### src/rtl/useq_pkg.sv
package useq_pkg;

    // Branch kind field of a microinstruction; the bit pattern feeds the
    // select encoder directly, so the values are fixed.
    typedef enum logic [1:0] {
        BR_JUMP = 2'b00,
        BR_CALL = 2'b01,
        BR_RET  = 2'b10,
        BR_MAP  = 2'b11
    } br_kind_e;

    // Test-bit select field.
    typedef enum logic [1:0] {
        TST_ONE  = 2'b00,
        TST_IND  = 2'b01,
        TST_SIGN = 2'b10,
        TST_ZERO = 2'b11
    } tst_sel_e;

    // Next-address source, in multiplexer input order.
    typedef enum logic [1:0] {
        SRC_INC    = 2'b00,
        SRC_TARGET = 2'b01,
        SRC_RET    = 2'b10,
        SRC_MAP    = 2'b11
    } src_sel_e;

endpackage

### src/rtl/useq_test_mux.sv
module useq_test_mux
    import useq_pkg::*;
(
    input  tst_sel_e sel,
    input  logic     flag_ind,
    input  logic     flag_sign,
    input  logic     flag_zero,
    output logic     test
);

    always_comb begin
        unique case (sel)
            TST_ONE:  test = 1'b1;
            TST_IND:  test = flag_ind;
            TST_SIGN: test = flag_sign;
            TST_ZERO: test = flag_zero;
            default:  test = 1'b1;
        endcase
    end

    // the constant select must always report a set test bit
    always_comb begin
        if (sel == TST_ONE) begin
            a_r2_const_one: assert (test == 1'b1);
        end
    end

endmodule

### src/rtl/useq_select_enc.sv
module useq_select_enc
    import useq_pkg::*;
(
    input  br_kind_e kind,
    input  logic     test,
    output src_sel_e src,
    output logic     save_ret
);

    logic i1;
    logic i0;
    logic s1;
    logic s0;

    always_comb begin
        i1       = kind[1];
        i0       = kind[0];
        s1       = i1;
        s0       = (i0 & i1) | (~i1 & test);
        save_ret = ~i1 & i0 & test;
        src      = src_sel_e'({s1, s0});
    end

    // the return register is written only while the target is selected
    always_comb begin
        if (save_ret) begin
            a_r4_save_with_target: assert (src == SRC_TARGET);
        end
        // return and map ignore the test bit
        if (kind == BR_RET) begin
            a_r5_ret_source: assert (src == SRC_RET);
        end
        if (kind == BR_MAP) begin
            a_r6_map_source: assert (src == SRC_MAP);
        end
    end

endmodule

### src/rtl/useq_next_addr.sv
module useq_next_addr
    import useq_pkg::*;
#(
    parameter int ADDR_W    = 7,
    parameter int OP_W      = 4,
    parameter int MAP_SHIFT = 2
) (
    input  src_sel_e            src,
    input  logic [ADDR_W-1:0]   cur,
    input  logic [ADDR_W-1:0]   target,
    input  logic [ADDR_W-1:0]   ret,
    input  logic [OP_W-1:0]     op,
    output logic [ADDR_W-1:0]   inc,
    output logic [ADDR_W-1:0]   nxt
);

    localparam int MAP_TOP = OP_W + MAP_SHIFT;

    logic [ADDR_W-1:0] mapped;

    // Opcode placement: low bits zero, opcode above them, remaining top
    // bits zero. The variant depends on whether the layout fills the word.
    generate
        if (MAP_TOP < ADDR_W) begin : g_map_pad
            assign mapped = {{(ADDR_W - MAP_TOP){1'b0}}, op, {MAP_SHIFT{1'b0}}};
        end else begin : g_map_full
            logic [MAP_TOP-1:0] wide;
            assign wide   = {op, {MAP_SHIFT{1'b0}}};
            assign mapped = wide[ADDR_W-1:0];
        end
    endgenerate

    always_comb begin
        inc = cur + 1'b1;
        unique case (src)
            SRC_INC:    nxt = inc;
            SRC_TARGET: nxt = target;
            SRC_RET:    nxt = ret;
            SRC_MAP:    nxt = mapped;
            default:    nxt = inc;
        endcase
    end

    // the incrementer wraps from the top address to zero
    always_comb begin
        if (&cur) begin
            a_r7_wrap: assert (inc == '0);
        end
    end

endmodule

### src/rtl/useq_sequencer.sv
module useq_sequencer
    import useq_pkg::*;
#(
    parameter int ADDR_W     = 7,
    parameter int OP_W       = 4,
    parameter int MAP_SHIFT  = 2,
    parameter int RESET_ADDR = 64
) (
    input  logic              clk,
    input  logic              rst,
    input  logic [1:0]        tst_sel,
    input  logic [1:0]        br_kind,
    input  logic [ADDR_W-1:0] br_target,
    input  logic              flag_ind,
    input  logic              flag_sign,
    input  logic              flag_zero,
    input  logic [OP_W-1:0]   op_bits,
    output logic [ADDR_W-1:0] ctl_addr,
    output logic [ADDR_W-1:0] ret_addr
);

    localparam logic [ADDR_W-1:0] START = ADDR_W'(RESET_ADDR);

    typedef struct packed {
        logic [ADDR_W-1:0] ctl;
        logic [ADDR_W-1:0] ret;
    } seq_state_t;

    seq_state_t state_d;
    seq_state_t state_q;

    tst_sel_e          sel_w;
    br_kind_e          kind_w;
    logic              test_w;
    src_sel_e          src_w;
    logic              save_w;
    logic [ADDR_W-1:0] inc_w;
    logic [ADDR_W-1:0] nxt_w;

    assign sel_w  = tst_sel_e'(tst_sel);
    assign kind_w = br_kind_e'(br_kind);

    useq_test_mux u_test (
        .sel       (sel_w),
        .flag_ind  (flag_ind),
        .flag_sign (flag_sign),
        .flag_zero (flag_zero),
        .test      (test_w)
    );

    useq_select_enc u_enc (
        .kind     (kind_w),
        .test     (test_w),
        .src      (src_w),
        .save_ret (save_w)
    );

    useq_next_addr #(
        .ADDR_W    (ADDR_W),
        .OP_W      (OP_W),
        .MAP_SHIFT (MAP_SHIFT)
    ) u_next (
        .src    (src_w),
        .cur    (state_q.ctl),
        .target (br_target),
        .ret    (state_q.ret),
        .op     (op_bits),
        .inc    (inc_w),
        .nxt    (nxt_w)
    );

    always_comb begin
        state_d     = state_q;
        state_d.ctl = nxt_w;
        if (save_w) begin
            state_d.ret = inc_w;
        end
        if (rst) begin
            state_d.ctl = START;
            state_d.ret = '0;
        end
    end

    always_ff @(posedge clk) begin
        state_q <= state_d;
    end

    assign ctl_addr = state_q.ctl;
    assign ret_addr = state_q.ret;

    // an unconditional jump lands on the target field
    a_r3_jump_uncond: assert property (@(posedge clk) disable iff (rst)
        (br_kind == 2'b00 && tst_sel == 2'b00) |=> ctl_addr == $past(br_target));

    // a taken call stores the following address
    a_r4_call_saves: assert property (@(posedge clk) disable iff (rst)
        (br_kind == 2'b01 && test_w) |=> ret_addr == ADDR_W'($past(ctl_addr) + 1'b1));

    // a return resumes at the saved address
    a_r5_return: assert property (@(posedge clk) disable iff (rst)
        (br_kind == 2'b10) |=> ctl_addr == $past(ret_addr));

    // map places the opcode above two zero bits
    a_r6_map_addr: assert property (@(posedge clk) disable iff (rst)
        (br_kind == 2'b11) |=> ctl_addr == (ADDR_W'($past(op_bits)) << MAP_SHIFT));

    // the return register is untouched unless a call is taken
    a_r8_ret_hold: assert property (@(posedge clk) disable iff (rst)
        !(br_kind == 2'b01 && test_w) |=> $stable(ret_addr));

endmodule

### config.mk
export PLATFORM = sky130hd
export DESIGN_NAME = useq_sequencer
export DESIGN_NICKNAME = d
export VERILOG_FILES = /design/src/rtl/useq_pkg.sv /design/src/rtl/useq_test_mux.sv /design/src/rtl/useq_select_enc.sv /design/src/rtl/useq_next_addr.sv /design/src/rtl/useq_sequencer.sv
export SDC_FILE = /design/constraint.sdc
export NUM_CORES = 1
export LEC_CHECK = 0
export ABC_AREA = 1
export BUFFER_PORTS_ARGS = -buffer_cell sky130_fd_sc_hd__buf_2
export CAP_MARGIN = 5
export CORE_MARGIN = 2
export CORE_UTILIZATION = 35
export DETAILED_ROUTE_END_ITERATION = 8
export PLACE_DENSITY_LB_ADDON = 0.15
export SKIP_CTS_REPAIR_TIMING = 1
export SLEW_MARGIN = 20
export SYNTH_ARGS = -nofsm -noshare
export SYNTH_HDL_FRONTEND = slang
export SYNTH_SLANG_ARGS = --single-unit
### constraint.sdc
create_clock -name clk -period 1.3 [get_ports clk]
set_clock_uncertainty 0.15 [all_clocks]
set_input_delay 0.065 -clock clk [delete_from_list [all_inputs] [get_ports clk]]
set_output_delay 0.065 -clock clk [all_outputs]
set_load 0.02 [all_outputs]
==> results_dict.tcl, run 1 <==
set metrics [dict create \
    cts_buffers 3 \
    path_delay_family "simple AND/OR/NAND/NOR gates" \
    worstSetupEndpointType "register" \
    final_max_slew_viol_count 0 \
    insertion_delay_ps 280 \
    wirelength_um 2370 \
    critPathKind "reg2reg" \
    ys.warnings.count 0 \
    path_cells "ha_4 > nand3_4 > nor2_4 > nand2_1 > nand2_1 > nand2_1 > nor2_1 > nor2_1" \
    netlist_instances 151 \
    postPlaceCellArea_sq_um 1110 \
    hold_viol 5 \
    grt_util_met2_pct 25.8 \
    drt_iter0_markers 30 \
    cts_tree "built" \
    overflow 0 \
    drive_gt1_share_pct 28.6 \
    track_usage_pct 18.0 \
    fp.dieH_um 55.2 \
    rsz0062_at_grt "yes" \
    grt_pass1_wl_um 3900 \
    dominantRegCellSynth "dfxtp_1" \
    ant_nets 0 \
    clock.fmax_mhz 788 \
    ys_types 20 \
    io-pin-count 34 \
    port_buffers 33 \
    drv_cap 0 \
    total_power_mw 1.06 \
    grtUsageMet3_pct 3.76 \
    yosysSeqAreaShare_pct 30.6 \
    slowest_stage "dfxtp_4" \
    async_flop_share_pct 0 \
    grt_max_degree 12 \
    dr.pass1.iters 4 \
    leakage_nw 0.639 \
    drcViolationCount 0 \
    initial_utilization_pct 37.0 \
    synth_area_sq_um 917 \
    layout.cells.most_common "nand2_1" \
    grt_pass1_vias 874 \
    n_fill_cell 279 \
    dieArea_sq_um 3050 \
    violations "negative hold slack" \
    critPathRequiredTime_ps 1330 \
    cts.sinks 14 \
    syn-num-nets 172 \
    clockBufferDepth 2 \
    slew-limit-headroom_pct 77.8 \
    critPathBufInv 0 \
    final_cell_mix "nand2_1 (45), buf_2 (33), nor2_1 (24), inv_1 (20), nand3_1 (17)" \
    area.growth.synth_to_final_pct 30.0 \
    gp_congestion 0.797 \
    cp.arrival_ps 1300 \
    antenna_found_initial 0 \
    path_max_fanout 5 \
    crit_top_cell "nand2_1" \
    final_cell_area_sq_um 1190 \
    hp-class "in2reg" \
    h-tree-depth 1 \
    ys_ff_latch 14 \
    tns_ps 0 \
    dp_hpwl_um 1860 \
    setup_viol 0 \
    irDropWorstVdd_v 0.000523 \
    start_kind "register" \
    synth_area_per_cell_sq_um 6.07 \
    status "complete, but fails checks" \
    whs_ps -36.3 \
    min_period_ps 1270 \
    synth_edf_count 0 \
    period_share_pct 97.6 \
    fp-row-count 18 \
    n_antenna_cell 0 \
    wl_per_cell_um 10.8 \
    coreArea_sq_um 2480 \
    cts-root-buf "clkbuf_4" \
    layout.nets 211 \
    vias 1016 \
    cp_slowest_stage_delay_ps 380 \
    busiest_layer "met1" \
    max_slew.worst_pin.slew_ps 333 \
    fin_cells 219 \
    grt.met1_usage_pct 26.9 \
    power_density_nw_per_um2 893 \
    clkTransAtPathRegs_ps 90 \
    dp.cells 212 \
    die_w_um 55.2 \
    via_per_inst 4.64 \
]
## Yosys cell counts, types with 2 or more instances
cell	count	area [sq um]
a21oi_1	5	25.0
buf_6	2	22.5
dfxtp_1	14	280
inv_1	20	75.1
nand2_1	45	169
nand2_2	2	12.5
nand3_1	18	90.1
nand3_2	2	20.0
nand3b_1	2	15.0
nor2_1	26	97.6
o21ai_0	6	30.0
## report_power, final
| group | switching, mW | leakage (nW) | internal [mW] |
|---|---|---|---|
| logic | 0.187 | 0.507 | 0.117 |
| clock network | 0.148 | 0.0150 | 0.119 |
| registers | 0.0324 | 0.118 | 0.461 |
| total | 0.368 | 0.639 | 0.696 |
## area by class of cell
class                      instances  area, sq um  area share [%]
multi-input combinational        112          553            46.4
clock buffer                       4         26.3            2.20
sequential                        14          293            24.6
tap                               30         37.5            3.15
inverter                          22         82.6            6.93
timing repair buffer              37          200            16.8
## logic make-up after synthesis
family	after synthesis	synth area share, %
AND/OR/NAND/NOR	99	48.2
adder cells (fa/ha/maj)	1	1.36
buffers and inverters	25	13.0
AO/OA/AOI/OAI	11	6.00
XOR/XNOR	1	0.955
flip-flops	14	30.6
## stage by stage
stage / hold WS [ps] / util (%) / setup WS (ps)
after detailed placement: 125 / 44.9 / -7.39
final: -36.3 / 48.1 / 30.8
after global placement: 130 / 44.9 / 24.5
after floorplan: -15.9 / - / 5.52
after global routing: 1.09 / 48.1 / -70.4
after CTS: -166 / 46.0 / -15.7
## worst register-to-register path: stages (launching register included)
cell and delay (ps):
dfxtp_4 380, ha_4 170, nand3_4 80, nor2_4 90, nand2_1 50, nand2_1 50
nand2_1 60, nor2_1 110, nor2_1 40
## path summary, 6_finish.rpt
| path | slack [ps] | endpoint | cells after the start | start |
|---|---|---|---|---|
| setup / recovery | 30 | ret_addr[6]$_SDFFE_PP0P_ | 8 | ctl_addr[0]$_SDFF_PP0_ |
| hold / removal | -40 | ctl_addr[3]$_SDFF_PP0_ | 5 | br_target[3] |
| setup reg to reg | 30 | ret_addr[6]$_SDFFE_PP0P_ | 8 | ctl_addr[0]$_SDFF_PP0_ |
| hold reg to reg | 330 | ret_addr[0]$_SDFFE_PP0P_ | 2 | ret_addr[0]$_SDFFE_PP0P_ |
## per-layer routing
layer	routed length, um	vias up
met3	159	2
met5	0	-
li1	-	544
met1	1240	443
met4	15	0
met2	964	27
## sequential cells by signal, summed over array words and instances, names as in the netlist
name	flops
ctl_addr	7
ret_addr	7
(Power assumes the default switching activity.)
==> inputs of run 2 (changes only) <==
--- a/config.mk
+++ b/config.mk
@@ -5,12 +5,12 @@
 export SDC_FILE = /design/constraint.sdc
 export NUM_CORES = 1
 export LEC_CHECK = 0
-export ABC_AREA = 1
 export BUFFER_PORTS_ARGS = -buffer_cell sky130_fd_sc_hd__buf_2
 export CAP_MARGIN = 5
 export CORE_MARGIN = 2
 export CORE_UTILIZATION = 35
 export DETAILED_ROUTE_END_ITERATION = 8
+export GPL_TIMING_DRIVEN = 0
 export PLACE_DENSITY_LB_ADDON = 0.15
 export SKIP_CTS_REPAIR_TIMING = 1
 export SLEW_MARGIN = 20
==> run 2 against run 1 <==
The run ends with negative hold slack, negative setup slack left. Critical path depth shrank 4. Worst setup slack lost 71 ps. First-iteration DRC count shrank 50%. Largest cell class unchanged.
==> results_dict.tcl, run 2 <==
set metrics [dict create \
    status "complete, but fails checks" \
    violations "negative hold slack, negative setup slack" \
    max_slew.worst_pin.slew_ps 526 \
    clockBufferDepth 2 \
    cp.arrival_ps 1410 \
    regArea_sq_um 294 \
    worstSetupEndpointType "register" \
    layout.nets 143 \
    gp_congestion 0.733 \
    area.growth.synth_to_final_pct 47.1 \
    ant_nets 0 \
    whs_ps -11.2 \
    final_cell_mix "buf_2 (34), dfxtp_1 (9), nor2_1 (8), mux2i_1 (7), a21oi_1 (7)" \
    irDropWorstVdd_v 0.000703 \
    fp.dieH_um 50.3 \
    syn-num-nets 100 \
    vias 759 \
    via_per_inst 5.13 \
    drive_gt1_share_pct 46.3 \
    rsz0062_at_grt "yes" \
    hold_path_end "ctl_addr[1]$_SDFF_PP0_" \
    synthTopCellsByCount "dfxtp_1 (14), nor2_1 (8), a21oi_1 (7), mux2i_1 (7)" \
    synthAdderAreaFrac_pct 1.67 \
    io-pin-count 34 \
    setup_viol 2 \
    clkTransAtPathRegs_ps 90 \
    clockPowerShare_pct 28.9 \
    layout.cells.most_common "buf_2" \
    synth_area_sq_um 749 \
    overflow 0 \
    min_period_ps 1340 \
    synth_area_per_cell_sq_um 9.49 \
    yosys.area_share.simple_pct 12.2 \
    multi_input_comb_area_sq_um 480 \
    total_switching_power_mw 0.327 \
    hold_depth 4 \
    synth.mux.area_fraction_pct 9.35 \
    critPathKind "reg2reg" \
    grt_pass1_wl_um 3030 \
    r2r-start "ctl_addr[0]$_SDFF_PP0_" \
    final_max_slew_viol_count 0 \
    wl_per_cell_um 13.4 \
    port_buffers 32 \
    path_max_fanout 5 \
    synth_top_family_by_area "compound AO/OA/AOI/OAI gates" \
    r2r-end "ctl_addr[2]$_SDFF_PP0_" \
    ys_types 29 \
    swShare_pct 30.1 \
    drv_cap 0 \
    netlist.area_leader.share_pct 37.4 \
    power_density_nw_per_um2 986 \
    power_frac_seq_pct 45.6 \
    ys.warnings.count 0 \
    drt_iter0_markers 15 \
    netlist_instances 79 \
    dominantRegCellSynth "dfxtp_1" \
    coreArea_sq_um 1980 \
    h-tree-depth 1 \
    die_w_um 50.3 \
    drcViolationCount 0 \
    slew-limit-headroom_pct 65.0 \
    synth_area_leaders "dfxtp_1 (37%), mux2i_1 (9.3%), a21oi_1 (4.7%), xor2_1 (4.7%), a211oi_1 (4.0%)" \
    min_from "br_target[1]" \
    cts_buffers 3 \
    ys_ff_latch 14 \
    dp_hpwl_um 1420 \
    n_antenna_cell 0 \
    p_comb_share_pct 25.5 \
    dieArea_sq_um 2530 \
    cts-root-buf "clkbuf_4" \
    hold_viol 1 \
    initial_utilization_pct 37.8 \
    async_flop_share_pct 0 \
    fp-row-count 16 \
    cts_tree "built" \
    cts.sinks 14 \
    synthXorXnorAreaFrac_pct 5.84 \
    grt_max_degree 11 \
    track_usage_pct 15.6 \
    synth_edf_count 0 \
    antenna_found_initial 0 \
    tns_ps -40.4 \
    fin_ws_ps -39.8 \
    total_power_mw 1.09 \
    wirelength_um 1980 \
    leakage_nw 0.482 \
    dr.pass1.iters 4 \
    grt_pass1_vias 737 \
    clock.fmax_mhz 746 \
    hp-class "in2reg" \
    critPathRequiredTime_ps 1370 \
    synth_compound_area_share_pct 28.2 \
    period_share_pct 103 \
    p_int_mw 0.760 \
    yosysSeqAreaShare_pct 37.4 \
    r2r_slack_ps -40 \
    start_kind "register" \
    synth_top_area_cell "dfxtp_1" \
    n_fill_cell 204 \
    synth.most_common_cell "dfxtp_1" \
    insertion_delay_ps 290 \
    rr_worst_depth 4 \
]
## run 2: logic make-up (layout without fill, tap and decap cells)
family | count (synthesis) | after routing
compound gates | 26 | 26
flops | 14 | 14
xor+xnor | 5 | 5
buf+inv | 8 | 50
fa+ha+maj | 1 | 1
mux | 7 | 7
simple gates | 18 | 18
## run 2: how the worst max path moves through the flow
stage | from | end | slack, ps | cells after the start
floorplan | ctl_addr[0]$_SDFF_PP0_ | ctl_addr[2]$_SDFF_PP0_ | -30 | 4
global placement | tst_sel[1] | ctl_addr[6]$_SDFF_PP1_ | -270 | 6
detailed placement | tst_sel[1] | ctl_addr[6]$_SDFF_PP1_ | -260 | 6
CTS | ctl_addr[0]$_SDFF_PP0_ | ctl_addr[2]$_SDFF_PP0_ | -110 | 4
global route | ctl_addr[2]$_SDFF_PP0_ | ctl_addr[5]$_SDFF_PP0_ | -70 | 4
finish | ctl_addr[0]$_SDFF_PP0_ | ctl_addr[2]$_SDFF_PP0_ | -40 | 4
## run 2: layout make-up
class	instances	area share, %
well taps	27	3.06
plain buffers	5	2.61
multi-input cells	57	43.6
inverters	3	1.02
flip-flops and latches	14	26.7
clock buffers	4	3.29
repair buffers	38	19.8
## run 2: per-stage QoR
stage | setup slack, ps | utilization [%] | hold WS [ps] | instance area, sq um | cells
after floorplan | -26.8 | - | 47.1 | 761 | 79
after global placement | -272 | 48.2 | 155 | 955 | 138
after detailed placement | -262 | 48.2 | 149 | 955 | 138
after CTS | -106 | 50.0 | -132 | 991 | 142
after global routing | -65.3 | 55.6 | 29.6 | 1100 | 148
final | -39.8 | 55.6 | -11.2 | 1100 | 148
## run 2: power groups by stage
stage / Clock (mW) / Sequential [mW] / Combinational, mW
2_1_floorplan: 0 / 0.538 / 0.119
3_3_place_gp: 0 / 0.500 / 0.246
3_5_place_dp: 0 / 0.502 / 0.246
4_1_cts: 0.313 / 0.492 / 0.247
5_1_grt: 0.345 / 0.501 / 0.302
6_report: 0.314 / 0.496 / 0.278
## run 2: critical path, stage by stage (launching register included)
cell      delay [ps]
dfxtp_4          380
ha_4             180
xnor2_4          130
a221oi_2         270
o31a_1           160
## run 2: routing by layer
metal	up-vias	global-route usage [%]	routed length (um)
met5	-	0	0
met4	0	6.48	56
met2	40	26.1	942
met1	336	18.8	841
li1	375	-	-
met3	8	4.17	143
